**src/rtl/ivt_pkg.sv**
```systemverilog
package ivt_pkg;
    // Word selector taken from byte address bits 3:2.
    typedef enum logic [1:0] {
        SEL_LIMIT      = 2'd0,
        SEL_COUNT      = 2'd1,
        SEL_LIMIT_KEEP = 2'd2,
        SEL_SPARE      = 2'd3
    } reg_sel_e;

    localparam int unsigned WORD_W = 32;
    localparam int unsigned FLAG_BIT = 31;
endpackage

```
**src/rtl/ivt_regif.sv**
```systemverilog
module ivt_regif
    import ivt_pkg::*;
#(
    parameter int unsigned ADDR_W = 4,
    parameter int unsigned CNT_W  = 22,
    parameter int unsigned LSB    = 9
) (
    input  logic              req_i,
    input  logic              we_i,
    input  logic [ADDR_W-1:0] addr_i,
    input  logic [31:0]       wdata_i,
    input  logic [CNT_W-1:0]  limit_i,
    input  logic [CNT_W-1:0]  count_i,
    input  logic              reached_i,
    output logic              wr_rst_o,
    output logic              wr_keep_o,
    output logic              rd_ack_o,
    output logic [CNT_W-1:0]  wlimit_o,
    output logic [31:0]       rdata_o
);
    localparam int unsigned HI = LSB + CNT_W - 1;

    logic     upper_zero;
    logic     valid_addr;
    reg_sel_e sel;

    // Address bits above the 16-byte window must be zero for a hit.
    generate
        if (ADDR_W > 4) begin : g_upper
            assign upper_zero = (addr_i[ADDR_W-1:4] == '0);
        end else begin : g_noupper
            assign upper_zero = 1'b1;
        end
    endgenerate

    always_comb begin
        sel        = reg_sel_e'(addr_i[3:2]);
        valid_addr = req_i && upper_zero && (addr_i[1:0] == 2'b00);
        wr_rst_o   = valid_addr && we_i  && (sel == SEL_LIMIT);
        wr_keep_o  = valid_addr && we_i  && (sel == SEL_LIMIT_KEEP);
        rd_ack_o   = valid_addr && !we_i && (sel == SEL_LIMIT);
        wlimit_o   = wdata_i[HI:LSB];
        rdata_o    = '0;
        if (valid_addr && !we_i) begin
            unique case (sel)
                SEL_LIMIT: rdata_o = 32'(limit_i) << LSB;
                SEL_COUNT: begin
                    rdata_o           = 32'(count_i) << LSB;
                    rdata_o[FLAG_BIT] = reached_i;
                end
                default:   rdata_o = '0;
            endcase
        end
    end
endmodule

```
**src/rtl/ivt_count.sv**
```systemverilog
module ivt_count #(
    parameter int unsigned CNT_W = 22
) (
    input  logic [CNT_W-1:0] count_i,
    input  logic [CNT_W-1:0] limit_i,
    output logic [CNT_W-1:0] next_o,
    output logic             match_o
);
    logic [CNT_W-1:0] inc;

    always_comb begin
        inc     = count_i + 1'b1;
        match_o = (limit_i != '0) && (inc == limit_i);
        next_o  = match_o ? '0 : inc;
    end
endmodule

```
**src/rtl/ivt_timer.sv**
```systemverilog
module ivt_timer
    import ivt_pkg::*;
#(
    parameter int unsigned ADDR_W = 4,
    parameter int unsigned CNT_W  = 22,
    parameter int unsigned LSB    = 9
) (
    input  logic              clk,
    input  logic              rst_n,
    input  logic              tick_i,
    input  logic              req_i,
    input  logic              we_i,
    input  logic [ADDR_W-1:0] addr_i,
    input  logic [31:0]       wdata_i,
    output logic [31:0]       rdata_o,
    output logic              irq_o
);
    typedef struct packed {
        logic [CNT_W-1:0] limit;
        logic [CNT_W-1:0] count;
        logic             reached;
        logic             irq;
    } state_t;

    state_t state_d, state_q;

    logic             wr_rst, wr_keep, rd_ack, match;
    logic [CNT_W-1:0] wlimit, cnt_next;

    ivt_regif #(.ADDR_W(ADDR_W), .CNT_W(CNT_W), .LSB(LSB)) u_regif (
        .req_i     (req_i),
        .we_i      (we_i),
        .addr_i    (addr_i),
        .wdata_i   (wdata_i),
        .limit_i   (state_q.limit),
        .count_i   (state_q.count),
        .reached_i (state_q.reached),
        .wr_rst_o  (wr_rst),
        .wr_keep_o (wr_keep),
        .rd_ack_o  (rd_ack),
        .wlimit_o  (wlimit),
        .rdata_o   (rdata_o)
    );

    ivt_count #(.CNT_W(CNT_W)) u_count (
        .count_i (state_q.count),
        .limit_i (state_q.limit),
        .next_o  (cnt_next),
        .match_o (match)
    );

    // Priority: the acknowledge clears first, so a same-cycle match re-sets
    // the flags; a reloading write overrides the tick.
    always_comb begin
        state_d = state_q;
        if (rd_ack) begin
            state_d.reached = 1'b0;
            state_d.irq     = 1'b0;
        end
        if (wr_rst) begin
            state_d.limit = wlimit;
            state_d.count = '0;
            state_d.irq   = 1'b0;
        end else if (tick_i) begin
            state_d.count = cnt_next;
            if (match) begin
                state_d.reached = 1'b1;
                state_d.irq     = 1'b1;
            end
        end
        if (wr_keep) begin
            state_d.limit = wlimit;
        end
    end

    always_ff @(posedge clk) begin
        if (!rst_n) begin
            state_q <= '0;
        end else begin
            state_q <= state_d;
        end
    end

    assign irq_o = state_q.irq;

    assert_reload_R3: assert property (@(posedge clk) disable iff (!rst_n)
        wr_rst |=> (state_q.count == '0) && !irq_o);

    assert_keep_count_R4: assert property (@(posedge clk) disable iff (!rst_n)
        wr_keep && !tick_i |=> $stable(state_q.count));

    assert_irq_has_flag_R5: assert property (@(posedge clk) disable iff (!rst_n)
        irq_o |-> state_q.reached);

    assert_no_freerun_irq_R6: assert property (@(posedge clk) disable iff (!rst_n)
        $rose(irq_o) |-> $past(tick_i) && ($past(state_q.limit) != '0));

    assert_ack_clears_R7: assert property (@(posedge clk) disable iff (!rst_n)
        rd_ack && !(tick_i && match) |=> !irq_o && !state_q.reached);

    assert_match_wins_R9: assert property (@(posedge clk) disable iff (!rst_n)
        tick_i && match && !wr_rst |=> irq_o && state_q.reached && (state_q.count == '0));

    assert_hold_R10: assert property (@(posedge clk) disable iff (!rst_n)
        !tick_i && !wr_rst |=> $stable(state_q.count));

    assert_low_bits_zero_R2: assert property (@(posedge clk) disable iff (!rst_n)
        req_i && !we_i |-> (rdata_o[LSB-1:0] == '0));
endmodule

```
**config.mk**
```make
export PLATFORM = sky130hd
export DESIGN_NAME = ivt_timer
export DESIGN_NICKNAME = d
export VERILOG_FILES = /design/src/rtl/ivt_pkg.sv /design/src/rtl/ivt_regif.sv /design/src/rtl/ivt_count.sv /design/src/rtl/ivt_timer.sv
export SDC_FILE = /design/constraint.sdc
export NUM_CORES = 1
export LEC_CHECK = 0
export BUFFER_PORTS_ARGS = -buffer_cell sky130_fd_sc_hd__buf_2
export CAP_MARGIN = 20
export CORE_UTILIZATION = 40
export DETAILED_ROUTE_END_ITERATION = 8
export HOLD_SLACK_MARGIN = 0.08
export PLACE_DENSITY = 0.71
export SKIP_CTS_REPAIR_TIMING = 1
export SLEW_MARGIN = 20
export SYNTH_ARGS = -nofsm -noshare
export SYNTH_HDL_FRONTEND = slang
export SYNTH_SLANG_ARGS = --single-unit
```
**constraint.sdc**
```tcl
create_clock -name clk -period 3.3 [get_ports clk]
set_clock_uncertainty 0.2 [all_clocks]
set_input_delay 0 -clock clk [delete_from_list [all_inputs] [get_ports clk]]
set_output_delay 0 -clock clk [all_outputs]
set_load 0.02 [all_outputs]
```
# Word level (Yosys, flattened, before mapping)
# Cells that the tools add are included.
# classes
add_sub_neg,1
n_eq_ne,3
mux,9
bitwise_logic,1
n_reduce_logical,13
# ops
op,count
two-way mux 22 bit,3
one-hot mux 32 bit (2 select lines),1
two-way mux 32 bit,1
adder 22 x 1 -> 22 bit (second input constant),1
== test 22 bit,1
nonzero test 22 bit,1
logical AND 1 bit,7
two-way mux 2 bit,3
logical NOT 2 bit,2
== test 2 x 1 -> 1 bit (second input constant),1
== test 2 bit (second input constant),1
nonzero test 2 bit,1
OR reduction 2 bit,1
logical NOT 1 bit,1
two-way mux 1 bit,1
NOT 1 bit,1
# totals
register_bits,46
inputBits,41
out_inout_bits,33
wordCells,31

# Longest topological paths before layout
# logic_depth
ltp_word,8
mapped_depth,12
mapped_depth_nobuf,9

# Hierarchy
# From an unflattened synthesis, not the netlist that was laid out.
# hier_totals
cells_unflattened,476
area_unflattened_um2,4002.6
# modules_own_cells
module,instances,cells_each,area_each_um2,seq_area_each_um2
ivt_timer,1,179,1824.2,920.9
ivt_count,1,204,1400.1,0.0
ivt_regif,1,93,778.2,0.0

# Worst setup path before layout
# No wires, ideal clock.
# synth_path
path_kind,reg2reg
from,register state_q[3] (netlist bit)
to,register state_q[11] (netlist bit)
setup_ns,0.113
t_arrival_ns,3.023
required_time_ns,2.987
setup_slack_ns,-0.036
stages_incl_launch_ff,12
path_buffers,2
synth_period_minus_slack_ns,3.336
path_cell_list,dfxtp_1 -> ha_1 -> and3_1 -> buf_4 -> nand3_1 -> or4b_1 -> o311a_1 -> or4_1 -> or4_4 -> o21ba_4 -> buf_6 -> and2_4
# synth_via
elab_chain_len,4
# synth_lines
item,line,source
start: declaration,ivt_timer.sv:25,"state_t state_d, state_q;"
start signal: assignment,ivt_timer.sv:80,state_q <= state_d;
adder 22 x 1 -> 22 bit (*),ivt_count.sv:12,inc = count_i + 1'b1;
== test 22 bit,ivt_count.sv:13,match_o = (limit_i != '0) && (inc == limit_i);
logical AND 1 bit,ivt_count.sv:13,
two-way mux 22 bit (*),ivt_count.sv:14,next_o = match_o ? '0 : inc;
# Mark *: on every way between the ends. The rest lies on a longest branch, timed or not.
# A chain may end at the register's enable or synchronous reset.

# Worst setup path in the final report
# layout_path
from,register state_q[2] (netlist bit)
to,register state_q[13] (netlist bit)
# Same word-level chain as after synthesis.

==> flow_summary.toml <==
[power]
peakVddDrop_v = 0.000254
switchingPower_uw = 306
cellLeakagePower_uw = 0.00185
power_uw = 1200
pwr-share-comb_pct = 15.8
sw_frac_of_total_pct = 25.6
p_clk_share_pct = 35.5
internal_power_uw = 891
p_seq_share_pct = 48.7
cellPowerDensity_mw_per_mm2 = 270

[sta]
slew_violations = 0
tightest_slew_ps = 880
rsz0062_at_grt = "false"
fin_crit_sh_pct = 96.4
max_slew_margin_pct = 41.3
max_freq_mhz = 314
final_hold_viol_count = 0
fin_crit_ps = 3180
timing.setup.tns_ps = 0
finalSetupViolCount = 0

[layout]
multi_input_comb_area_sq_mm = 0.00211
fillers = 697
seqCellArea_sq_um = 923
num-nets-final = 575
final_cells = 636
area_delta_synth_final_pct = 37.2
layout-drive-gt1-share_pct = 21.7
antenna_cells = 0

[detailed_routing]
avgViaCountPerCell = 5.39
drt-initial-drc-count = 182
drt_drc_violations_left = 0
wirelength_microns = 9810
wl_per_cell_microns = 15.4
vias = 3428
ant_nets = 0
dr.pass1.iters = 4

[setup_path]
critPathRequiredTime_ps = 3300
critPathMaxFanout = 15
end_kind = "flop"
worst_setup_path_start_kind = "flop"
critical_path_class = "flop to flop"
worstPathArrival_ps = 3180

[floorplan]
placementRows = 32
core_area_sq_mm = 0.00777
initial_core_util_pct = 41.5
io_pins = 74
fp.dieW_microns = 91.8
design.die.area_sq_mm = 0.00843
die_h_microns = 91.8

[yosys]
ys_top_cells_by_count = "63 x nand2_1, 46 x dfxtp_1, 38 x nor2_1, 27 x xnor2_1, 23 x a21boi_0"
synthTopCellsByArea = "dfxtp_1 29%, nand2_1 7.3%, xnor2_1 7.3%"
ys_seq_area_share_pct = 28.5
ys_ff_latch = 46
ys_warn_count = 0
postSynthAreaPerCell_sq_um = 7.87
synthArstFlopShare_pct = 0
synth_edf_count = 0
synthesis.area_sq_mm = 0.00323
yosysMostFrequentCell = "nand2_1"
synth_top_cell_area_share_pct = 28.5
synth_cell_types = 57
synth_top_area_cell = "dfxtp_1"
ys.flop_type = "dfxtp_1"
postSynthCellCount = 410

[placed_design]
io_buffers = 54
dp_cells = 565
place_congestion = 0.859
dpl.hpwl_microns = 6580

[global_route]
grtUsageTotal_pct = 20.4
grt_pass1_vias = 2728
grt.overflow.total = 0
grt_pass1_wl_microns = 13600
antenna_found_initial = 0
grt_max_degree = 28

[flow_run]
maxCapViolCount = 0

[clock_tree]
clockRootBuffer = "clkbuf_8"
cts.clk_slew.worst_paths_ps = 90
clock_sinks = 46
insertion_delay_ps = 300
cts_made_buffers = 5
htreeDepth = 2
max-clock-path-buffers = 2
cts_tree = "built"

[status]
status = "finished, final reports clean"

[worst_hold_path]
worstHoldPathType = "input pin to flop"
[area by class of cell]
class | instances | share of cell area [%]
Timing Repair Buffer | 149 | 25.8
Multi-Input combinational cell | 327 | 47.7
Tap cell | 102 | 2.88
Sequential cell | 46 | 20.9
Clock inverter | 1 | 0.679
Clock buffer | 7 | 1.73
Inverter | 4 | 0.339
[placed cells by master (no fill, tap or decap), types with 3 or more instances in the layout]
master	n
a21boi_0	23
a31oi_1	8
and2_1	7
and2_4	10
and3_1	5
buf_2	54
buf_4	32
clkbuf_8	5
conb_1	9
dfxtp_1	44
dlygate4sd3_1	63
inv_1	4
mux2i_1	22
nand2_1	63
nand3_1	15
nand4_1	11
nor2_1	38
nor3_1	11
nor4_1	7
o211ai_1	6
o21ai_0	5
or3_1	3
xnor2_1	27
xor2_1	16
[cells by family after synthesis]
kind of cell | share of synthesized area [%]
fa+ha+maj | 0.388
other cells | 0.116
simple gates | 30.1
xor+xnor | 11.7
buf+inv | 7.56
flops | 28.5
compound gates | 14.1
mux | 7.53
[state kept, by name (all words and copies together), names as in the netlist]
name,flops
irq_o,1
state_q,45
[metal layers]
metal | up-vias | GRT usage [%] | wire length (microns)
li1 | 1665 | - | -
met1 | 1632 | 27.2 | 4330
met2 | 109 | 34.0 | 4810
met3 | 22 | 2.82 | 452
met4 | 0 | 6.90 | 220
met5 | - | 0 | 0
[worst paths after layout]
path | startpoint | to | slack [ps] | cells past startpoint
setup / recovery | state_q[2]$_SDFFE_PP0P_ | state_q[13]$_SDFFE_PP0P_ | 120 | 9
hold reg to reg | irq_o$_SDFF_PP0_ | irq_o$_SDFF_PP0_ | 300 | 2
setup reg to reg | state_q[2]$_SDFFE_PP0P_ | state_q[13]$_SDFFE_PP0P_ | 120 | 9
hold / removal | addr_i[0] | irq_o$_SDFF_PP0_ | 70 | 5
[per-stage QoR]
step / hold slack [ps] / setup WS [ps] / util [%] / area [sq um]
detailed placement: 57.9 / 109 / 47.4 / 3680
CTS: -255 / 81.0 / 48.7 / 3790
global placement: 49.4 / 140 / 47.3 / 3670
finish: 68.1 / 119 / 57.0 / 4420
global route: 107 / 20.9 / 57.0 / 4420
floorplan: -55.1 / 32.2 / - / 3260
[worst max-delay path, cell delays in order (launching register included)]
cell,delay [ps]
dfxtp_2,340
ha_2,170
and3_1,180
nand3_1,110
or4b_1,520
o311a_1,140
or4_1,520
or4_4,460
o21ba_4,280
and2_1,160
[power by group through the flow]
stage / logic (uW) / registers [uW] / clock network [uW]
finish: 190 / 582 / 425
global route: 204 / 583 / 451
CTS: 155 / 581 / 424
detailed placement: 154 / 594 / 0
global placement: 149 / 594 / 0
floorplan: 121 / 587 / 0
(Power assumes the default switching activity.)
